### src/rtl/mm8_pkg.sv
package mm8_pkg;

  localparam int unsigned WORD_W = 8;
  typedef logic [WORD_W-1:0] word_t;

  localparam word_t OPC_NOP  = 8'h00;
  localparam word_t OPC_ADD  = 8'h01;
  localparam word_t OPC_SUB  = 8'h02;
  localparam word_t OPC_AND  = 8'h03;
  localparam word_t OPC_OR   = 8'h04;
  localparam word_t OPC_COPY = 8'h05;
  localparam word_t OPC_JMP  = 8'h06;
  localparam word_t OPC_JZ   = 8'h07;
  localparam word_t OPC_HALT = 8'hFF;

  typedef enum logic [2:0] {
    ST_BOOT, ST_RD, ST_WAIT, ST_DEC, ST_EXEC, ST_WB, ST_HALT
  } state_e;

  // destination of the byte being read
  typedef enum logic [1:0] {TG_OPC, TG_ARG, TG_OPA, TG_OPB} tgt_e;

  typedef enum logic [2:0] {K_NOP, K_ALU, K_COPY, K_JMP, K_JZ, K_STOP} kind_e;

  typedef enum logic [1:0] {ALU_ADD, ALU_SUB, ALU_AND, ALU_OR} alu_op_e;

  typedef struct packed {
    kind_e      kind;
    logic [1:0] n_args;
    alu_op_e    alu_op;
  } dec_t;

endpackage

### src/rtl/mm8_decode.sv
module mm8_decode
  import mm8_pkg::*;
(
  input  logic [WORD_W-1:0] opc_i,
  output dec_t              dec_o
);

  always_comb begin
    dec_o = '{kind: K_STOP, n_args: 2'd0, alu_op: ALU_ADD};
    unique case (opc_i)
      OPC_NOP:  dec_o.kind = K_NOP;
      OPC_ADD:  dec_o = '{kind: K_ALU, n_args: 2'd3, alu_op: ALU_ADD};
      OPC_SUB:  dec_o = '{kind: K_ALU, n_args: 2'd3, alu_op: ALU_SUB};
      OPC_AND:  dec_o = '{kind: K_ALU, n_args: 2'd3, alu_op: ALU_AND};
      OPC_OR:   dec_o = '{kind: K_ALU, n_args: 2'd3, alu_op: ALU_OR};
      OPC_COPY: dec_o = '{kind: K_COPY, n_args: 2'd2, alu_op: ALU_ADD};
      OPC_JMP:  dec_o = '{kind: K_JMP, n_args: 2'd1, alu_op: ALU_ADD};
      OPC_JZ:   dec_o = '{kind: K_JZ, n_args: 2'd2, alu_op: ALU_ADD};
      default:  dec_o.kind = K_STOP; // HALT and every unlisted value
    endcase
  end

endmodule

### src/rtl/mm8_alu.sv
module mm8_alu
  import mm8_pkg::*;
(
  input  logic [WORD_W-1:0] a_i,
  input  logic [WORD_W-1:0] b_i,
  input  alu_op_e           op_i,
  output logic [WORD_W-1:0] y_o
);

  always_comb begin
    unique case (op_i)
      ALU_ADD: y_o = a_i + b_i;
      ALU_SUB: y_o = a_i - b_i;
      ALU_AND: y_o = a_i & b_i;
      default: y_o = a_i | b_i;
    endcase
  end

endmodule

### src/rtl/mm8_holdoff.sv
module mm8_holdoff #(
  parameter int unsigned CYC = 48
) (
  input  logic clk_i,
  input  logic rst_ni,
  output logic ready_o
);

  localparam int unsigned CW = (CYC > 1) ? $clog2(CYC) : 1;
  localparam logic [CW-1:0] LAST = CW'(CYC - 1);

  logic [CW-1:0] cnt_q;

  always_ff @(posedge clk_i or negedge rst_ni) begin
    if (!rst_ni)            cnt_q <= '0;
    else if (cnt_q != LAST) cnt_q <= cnt_q + 1'b1;
  end

  // ready during the last idle cycle, so the first read lands in cycle CYC
  assign ready_o = (cnt_q == LAST);

endmodule

### src/rtl/mm8_wait_timer.sv
module mm8_wait_timer #(
  parameter int unsigned WAIT_CYC = 2
) (
  input  logic clk_i,
  input  logic rst_ni,
  input  logic start_i,
  output logic done_o
);

  localparam int unsigned CW = (WAIT_CYC > 1) ? $clog2(WAIT_CYC) : 1;

  logic [CW-1:0] cnt_q;

  always_ff @(posedge clk_i or negedge rst_ni) begin
    if (!rst_ni)           cnt_q <= '0;
    else if (start_i)      cnt_q <= CW'(WAIT_CYC - 1);
    else if (cnt_q != '0)  cnt_q <= cnt_q - 1'b1;
  end

  assign done_o = (cnt_q == '0);

endmodule

### src/rtl/mm8_core.sv
module mm8_core
  import mm8_pkg::*;
#(
  parameter int unsigned STARTUP_CYC = 48,
  parameter int unsigned WAIT_CYC    = 2
) (
  input  logic              clk_i,
  input  logic              rst_ni,
  output logic [WORD_W-1:0] mem_addr_o,
  output logic              mem_rd_o,
  output logic              mem_wr_o,
  output logic [WORD_W-1:0] mem_wdata_o,
  input  logic [WORD_W-1:0] mem_rdata_i,
  output logic              halted_o
);

  localparam int unsigned MAX_ARGS = 3;

  state_e state_q;
  tgt_e   tgt_q;
  word_t  pc_q, opc_q, rd_addr_q, opa_q, opb_q;
  logic [MAX_ARGS-1:0][WORD_W-1:0] args_q;
  logic [1:0] arg_idx_q;
  dec_t   dec_q, dec_c;
  word_t  alu_y;
  logic   boot_ready, wait_done, last_arg;

  mm8_holdoff #(.CYC(STARTUP_CYC)) u_holdoff (
    .clk_i   (clk_i),
    .rst_ni  (rst_ni),
    .ready_o (boot_ready)
  );

  mm8_wait_timer #(.WAIT_CYC(WAIT_CYC)) u_wait (
    .clk_i   (clk_i),
    .rst_ni  (rst_ni),
    .start_i (state_q == ST_RD),
    .done_o  (wait_done)
  );

  mm8_decode u_dec (
    .opc_i (opc_q),
    .dec_o (dec_c)
  );

  mm8_alu u_alu (
    .a_i  (opa_q),
    .b_i  (opb_q),
    .op_i (dec_q.alu_op),
    .y_o  (alu_y)
  );

  assign last_arg = (arg_idx_q == dec_q.n_args - 2'd1);

  always_ff @(posedge clk_i or negedge rst_ni) begin
    if (!rst_ni) begin
      state_q   <= ST_BOOT;
      tgt_q     <= TG_OPC;
      pc_q      <= '0;
      opc_q     <= '0;
      rd_addr_q <= '0;
      opa_q     <= '0;
      opb_q     <= '0;
      args_q    <= '0;
      arg_idx_q <= '0;
      dec_q     <= '0;
    end else begin
      unique case (state_q)
        ST_BOOT: begin
          if (boot_ready) begin
            rd_addr_q <= pc_q;
            tgt_q     <= TG_OPC;
            state_q   <= ST_RD;
          end
        end
        ST_RD: state_q <= ST_WAIT;
        ST_WAIT: begin
          if (wait_done) begin
            unique case (tgt_q)
              TG_OPC: begin
                opc_q   <= mem_rdata_i;
                pc_q    <= pc_q + 1'b1;
                state_q <= ST_DEC;
              end
              TG_ARG: begin
                args_q[arg_idx_q] <= mem_rdata_i;
                pc_q      <= pc_q + 1'b1;
                arg_idx_q <= arg_idx_q + 1'b1;
                if (last_arg) begin
                  state_q <= ST_EXEC;
                end else begin
                  rd_addr_q <= pc_q + 1'b1;
                  state_q   <= ST_RD;
                end
              end
              TG_OPA: begin
                opa_q <= mem_rdata_i;
                if (dec_q.kind == K_ALU) begin
                  rd_addr_q <= args_q[2];
                  tgt_q     <= TG_OPB;
                  state_q   <= ST_RD;
                end else begin
                  state_q <= ST_WB;
                end
              end
              default: begin
                opb_q   <= mem_rdata_i;
                state_q <= ST_WB;
              end
            endcase
          end
        end
        ST_DEC: begin
          dec_q     <= dec_c;
          arg_idx_q <= '0;
          unique case (dec_c.kind)
            K_NOP: begin
              rd_addr_q <= pc_q;
              tgt_q     <= TG_OPC;
              state_q   <= ST_RD;
            end
            K_STOP: state_q <= ST_HALT;
            default: begin
              rd_addr_q <= pc_q;
              tgt_q     <= TG_ARG;
              state_q   <= ST_RD;
            end
          endcase
        end
        ST_EXEC: begin
          state_q <= ST_RD;
          if (dec_q.kind == K_JMP) begin
            pc_q      <= args_q[0];
            rd_addr_q <= args_q[0];
            tgt_q     <= TG_OPC;
          end else begin
            rd_addr_q <= args_q[1];
            tgt_q     <= TG_OPA;
          end
        end
        ST_WB: begin
          tgt_q   <= TG_OPC;
          state_q <= ST_RD;
          if (dec_q.kind == K_JZ && opa_q == '0) begin
            pc_q      <= args_q[0];
            rd_addr_q <= args_q[0];
          end else begin
            rd_addr_q <= pc_q;
          end
        end
        ST_HALT: state_q <= ST_HALT;
        default: state_q <= ST_HALT;
      endcase
    end
  end

  always_comb begin
    mem_rd_o    = (state_q == ST_RD);
    mem_wr_o    = (state_q == ST_WB) && (dec_q.kind == K_ALU || dec_q.kind == K_COPY);
    mem_addr_o  = (state_q == ST_WB) ? args_q[0] : rd_addr_q;
    mem_wdata_o = (dec_q.kind == K_COPY) ? opa_q : alu_y;
    halted_o    = (state_q == ST_HALT);
  end

endmodule

### config.mk
export PLATFORM = sky130hd
export DESIGN_NAME = mm8_core
export DESIGN_NICKNAME = d
export VERILOG_FILES = /design/src/rtl/mm8_pkg.sv /design/src/rtl/mm8_decode.sv /design/src/rtl/mm8_alu.sv /design/src/rtl/mm8_holdoff.sv /design/src/rtl/mm8_wait_timer.sv /design/src/rtl/mm8_core.sv
export SDC_FILE = /design/constraint.sdc
export NUM_CORES = 1
export LEC_CHECK = 0
export ABC_AREA = 1
export BUFFER_PORTS_ARGS = -buffer_cell sky130_fd_sc_hd__buf_2
export CORE_MARGIN = 4
export CORE_UTILIZATION = 35
export CTS_CLUSTER_DIAMETER = 40
export CTS_CLUSTER_SIZE = 10
export DETAILED_ROUTE_END_ITERATION = 10
export PLACE_DENSITY_LB_ADDON = 0.2
export RECOVER_POWER = 25
export SLEW_MARGIN = 5
export SYNTH_ARGS = -nofsm -noshare
export SYNTH_HDL_FRONTEND = slang
export SYNTH_SLANG_ARGS = --single-unit
### constraint.sdc
create_clock -name clk_i -period 2.2 [get_ports clk_i]
set_clock_uncertainty 0.15 [all_clocks]
set_input_delay 0.11 -clock clk_i [delete_from_list [all_inputs] [get_ports clk_i]]
set_output_delay 0.11 -clock clk_i [all_outputs]
set_load 0.01 [all_outputs]
==> flow_summary.ini <==
[outcome]
outcome = complete, but fails checks
violations = negative setup slack

[yosys]
yosys_register_bits = 85
synthFlopType = dfrtp_1
yosysUniqueCellTypes = 44
ys_seq_area_share_pct = 40.6
synth.avg_cell_area_um2 = 7.23
ys_warn_count = 0
synth_cells = 725
synth_top_cell_by_area = dfrtp_1
synthTopCellsByArea = dfrtp_1, nand2_1, o21ai_0, inv_1, nand3_1
synth_area_um2 = 5240
async_flop_share_pct = 100
synth_edf_count = 0
syn_nets = 751
synth_top_area_share_pct = 40.6

[global_routing]
grt_pass1_vias = 4921
grt_pass1_wl_mm = 24.8
grt_max_degree = 41
track_usage_pct = 18.4
grt.overflow.total = 0
antenna_found_initial = 0

[layout]
post_route_cells_drive_above_1_share_pct = 19.2
num_antenna_cells = 0
final_util_pct = 43.7
nets = 822
n_fill_cell = 1508
syn_to_final_growth_pct = 21.6
final_cell_area_um2 = 6370
regArea_um2 = 2130
multi_input_area_um2 = 2820

[timing]
relSlewSlack_pct = 50.1
fin_crit_sh_pct = 132
setup_viol = 7
tightest_slew_ns = 0.749
slew_viol_final = 0
fin_crit_ns = 2.91
rsz0062_at_grt = true
fmax_mhz = 343
whs_ns = 0.000511
layout_setup_ws_ns = -0.713
hold_viol = 0

[pwr]
power.density_nw_per_um2 = 483
ir_drop_mv = 0.350
power.leakage_nw = 3.47

[routing]
drt-initial-drc-count = 309
viasPerCell = 5.10
wire_per_inst_um = 15.1
via_count = 5027
antenna_left = 0
drc = 0
wl_mm = 14.9
drt_pass1_iterations = 5

[clock_tree]
numCtsBuffers = 9
clock-sinks = 85
insertion_delay_ns = 0.35
cts.clk_slew.worst_paths_ns = 0.06
cts-root-to-sink-buffers = 2
h-tree-depth = 3
cts-root-buf = clkbuf_16
cts_tree = built

[placed_design]
hpwl_mm = 11.2
place_ws_ns = -0.411
routabilityCongestion = 0.918
place_area_um2 = 5870
port_buffers = 28

[flow_run]
drv_cap = 0

[floorplan]
rows = 44
start_util_pct = 35.9
io_pins = 29
die-area_um2 = 17000
fp.dieW_um = 130
die_h_um = 130
core_um2 = 14600

[critical_path]
crit_fanout = 3
arrival_ns = 2.65
critPathLaunchType = flip-flop
worstSetupPathType = reg -> out
worstSetupEndpointType = output pin
required_ns = 1.94

[worst_hold_path]
min_path_type = in -> reg
==> synthesized netlist by cell type (all sizes together), types with 2 or more instances <==
cell type / n
nand2: 204
nor3: 9
or2: 3
nand4: 7
o221ai: 3
inv: 99
a31oi: 3
o22ai: 3
o31ai: 2
nand3: 64
a22oi: 9
clkbuf: 7
buf: 10
clkinv: 2
o21ai: 98
nor2: 48
xor2: 13
nand3b: 2
a21oi: 29
dfrtp: 85
o211ai: 2
ha: 15
==> per-layer routing <==
| layer | wire length, um | global-route usage, % | vias to the layer above | share of wire [%] |
|---|---|---|---|---|
| met5 | 0 | 0 | - | 0 |
| met4 | 235 | 5.75 | 0 | 1.6 |
| met3 | 421 | 2.32 | 17 | 2.8 |
| met2 | 6900 | 29.2 | 88 | 46 |
| met1 | 7350 | 26.4 | 2407 | 49 |
| li1 | - | - | 2515 | - |
==> final timing paths <==
path | from | endpoint | slack [ns] | cells past startpoint
setup / recovery | opb_q[0]$_DFFE_PN0P_ | mem_wdata_o[7] | -0.71 | 18
hold / removal | mem_rdata_i[6] | args_q[22]$_DFFE_PN0P_ | 0.0005 | 3
setup reg to reg | u_holdoff.cnt_q[0]$_DFFE_PN0N_ | rd_addr_q[3]$_DFFE_PN0P_ | 0.22 | 10
hold reg to reg | u_holdoff.cnt_q[5]$_DFFE_PN0N_ | u_holdoff.cnt_q[5]$_DFFE_PN0N_ | 0.32 | 1
max in group asynchronous | rst_ni | opa_q[3]$_DFFE_PN0P_ | 0.59 | 3
min in group asynchronous | rst_ni | opc_q[6]$_DFFE_PN0P_ | 0.21 | 2
==> report_power, final <==
group          internal (mW)  switching, mW
clock network          0.821          0.629
logic                 0.0110         0.0523
registers               1.56              0
==> stage by stage <==
stage	instances	setup TNS (ns)	power [mW]
finish	985	-3.71	3.08
global route	985	-4.53	3.18
global placement	958	-1.49	1.66
floorplan	725	-0.275	1.60
CTS	982	-3.46	3.13
detailed placement	958	-1.70	1.66
==> flip-flops by register name (all words and copies together) (netlist names) <==
signal,count
opc_q,8
state_q,3
tgt_q,2
arg_idx_q,2
opa_q,8
args_q,24
u_wait.cnt_q,1
dec_q,7
pc_q,8
u_holdoff.cnt_q,6
opb_q,8
rd_addr_q,8
==> cells in the final DEF, fill, tap and decap left out, types with 3 or more instances in the layout <==
master and instances:
ha_1 12, nand4_1 6, buf_4 42, buf_6 3, buf_2 27, nor3_2 3, o21ai_1 23, nor3_1 5
a22oi_1 7, o22ai_1 3, a21oi_1 22, nor2_1 42, nand2_1 191, ha_4 3, nand2_2 10, a31oi_1 3
dfrtp_1 85, a21oi_2 6, o21ai_0 74, nand2_4 3, nand3_1 57, nand3_2 6, xor2_1 13, inv_2 11
clkinv_2 5, clkbuf_16 9, nor2_2 4, inv_1 88
==> cell families after synthesis <==
family	after synthesis	share of synthesized area, %
adder cells (fa/ha/maj)	16	3.96
flip-flops	85	40.6
XOR/XNOR	14	2.34
buffers and inverters	118	8.88
AND/OR/NAND/NOR	339	28.2
AO/OA/AOI/OAI	153	16.1
==> timing repair <==
item | 4_1_cts | 5_1_grt
pin swaps | 19 | 18
endpoints found under the setup margin | 8 | 10
hold endpoints to repair | 87 | 0
hold buffers | 2 | 0
buffers inserted | 6 | 3
resized for setup | 27 | 10
==> worst max-delay path, cell delays in order, from the launching register on <==
cell	delay, ns
dfrtp_1	0.43
inv_2	0.10
ha_4	0.12
inv_2	0.03
nor3_2	0.09
inv_1	0.09
o31ai_2	0.20
xor2_1	0.17
ha_1	0.28
nand2_1	0.10
inv_1	0.04
nand2_1	0.05
nand2_1	0.06
a21oi_2	0.12
inv_1	0.06
nand2_2	0.05
nand3_2	0.06
a21oi_2	0.11
buf_2	0.13
==> final cells by class <==
| class | count | share of cell area, % |
|---|---|---|
| sequential | 85 | 33.4 |
| clock buffer | 12 | 4.02 |
| timing repair buffer | 77 | 8.42 |
| multi-input combinational | 522 | 44.2 |
| inverter | 101 | 5.99 |
| tap | 184 | 3.61 |
| clock inverter | 4 | 0.353 |
Power figures use the tool's default switching activity.
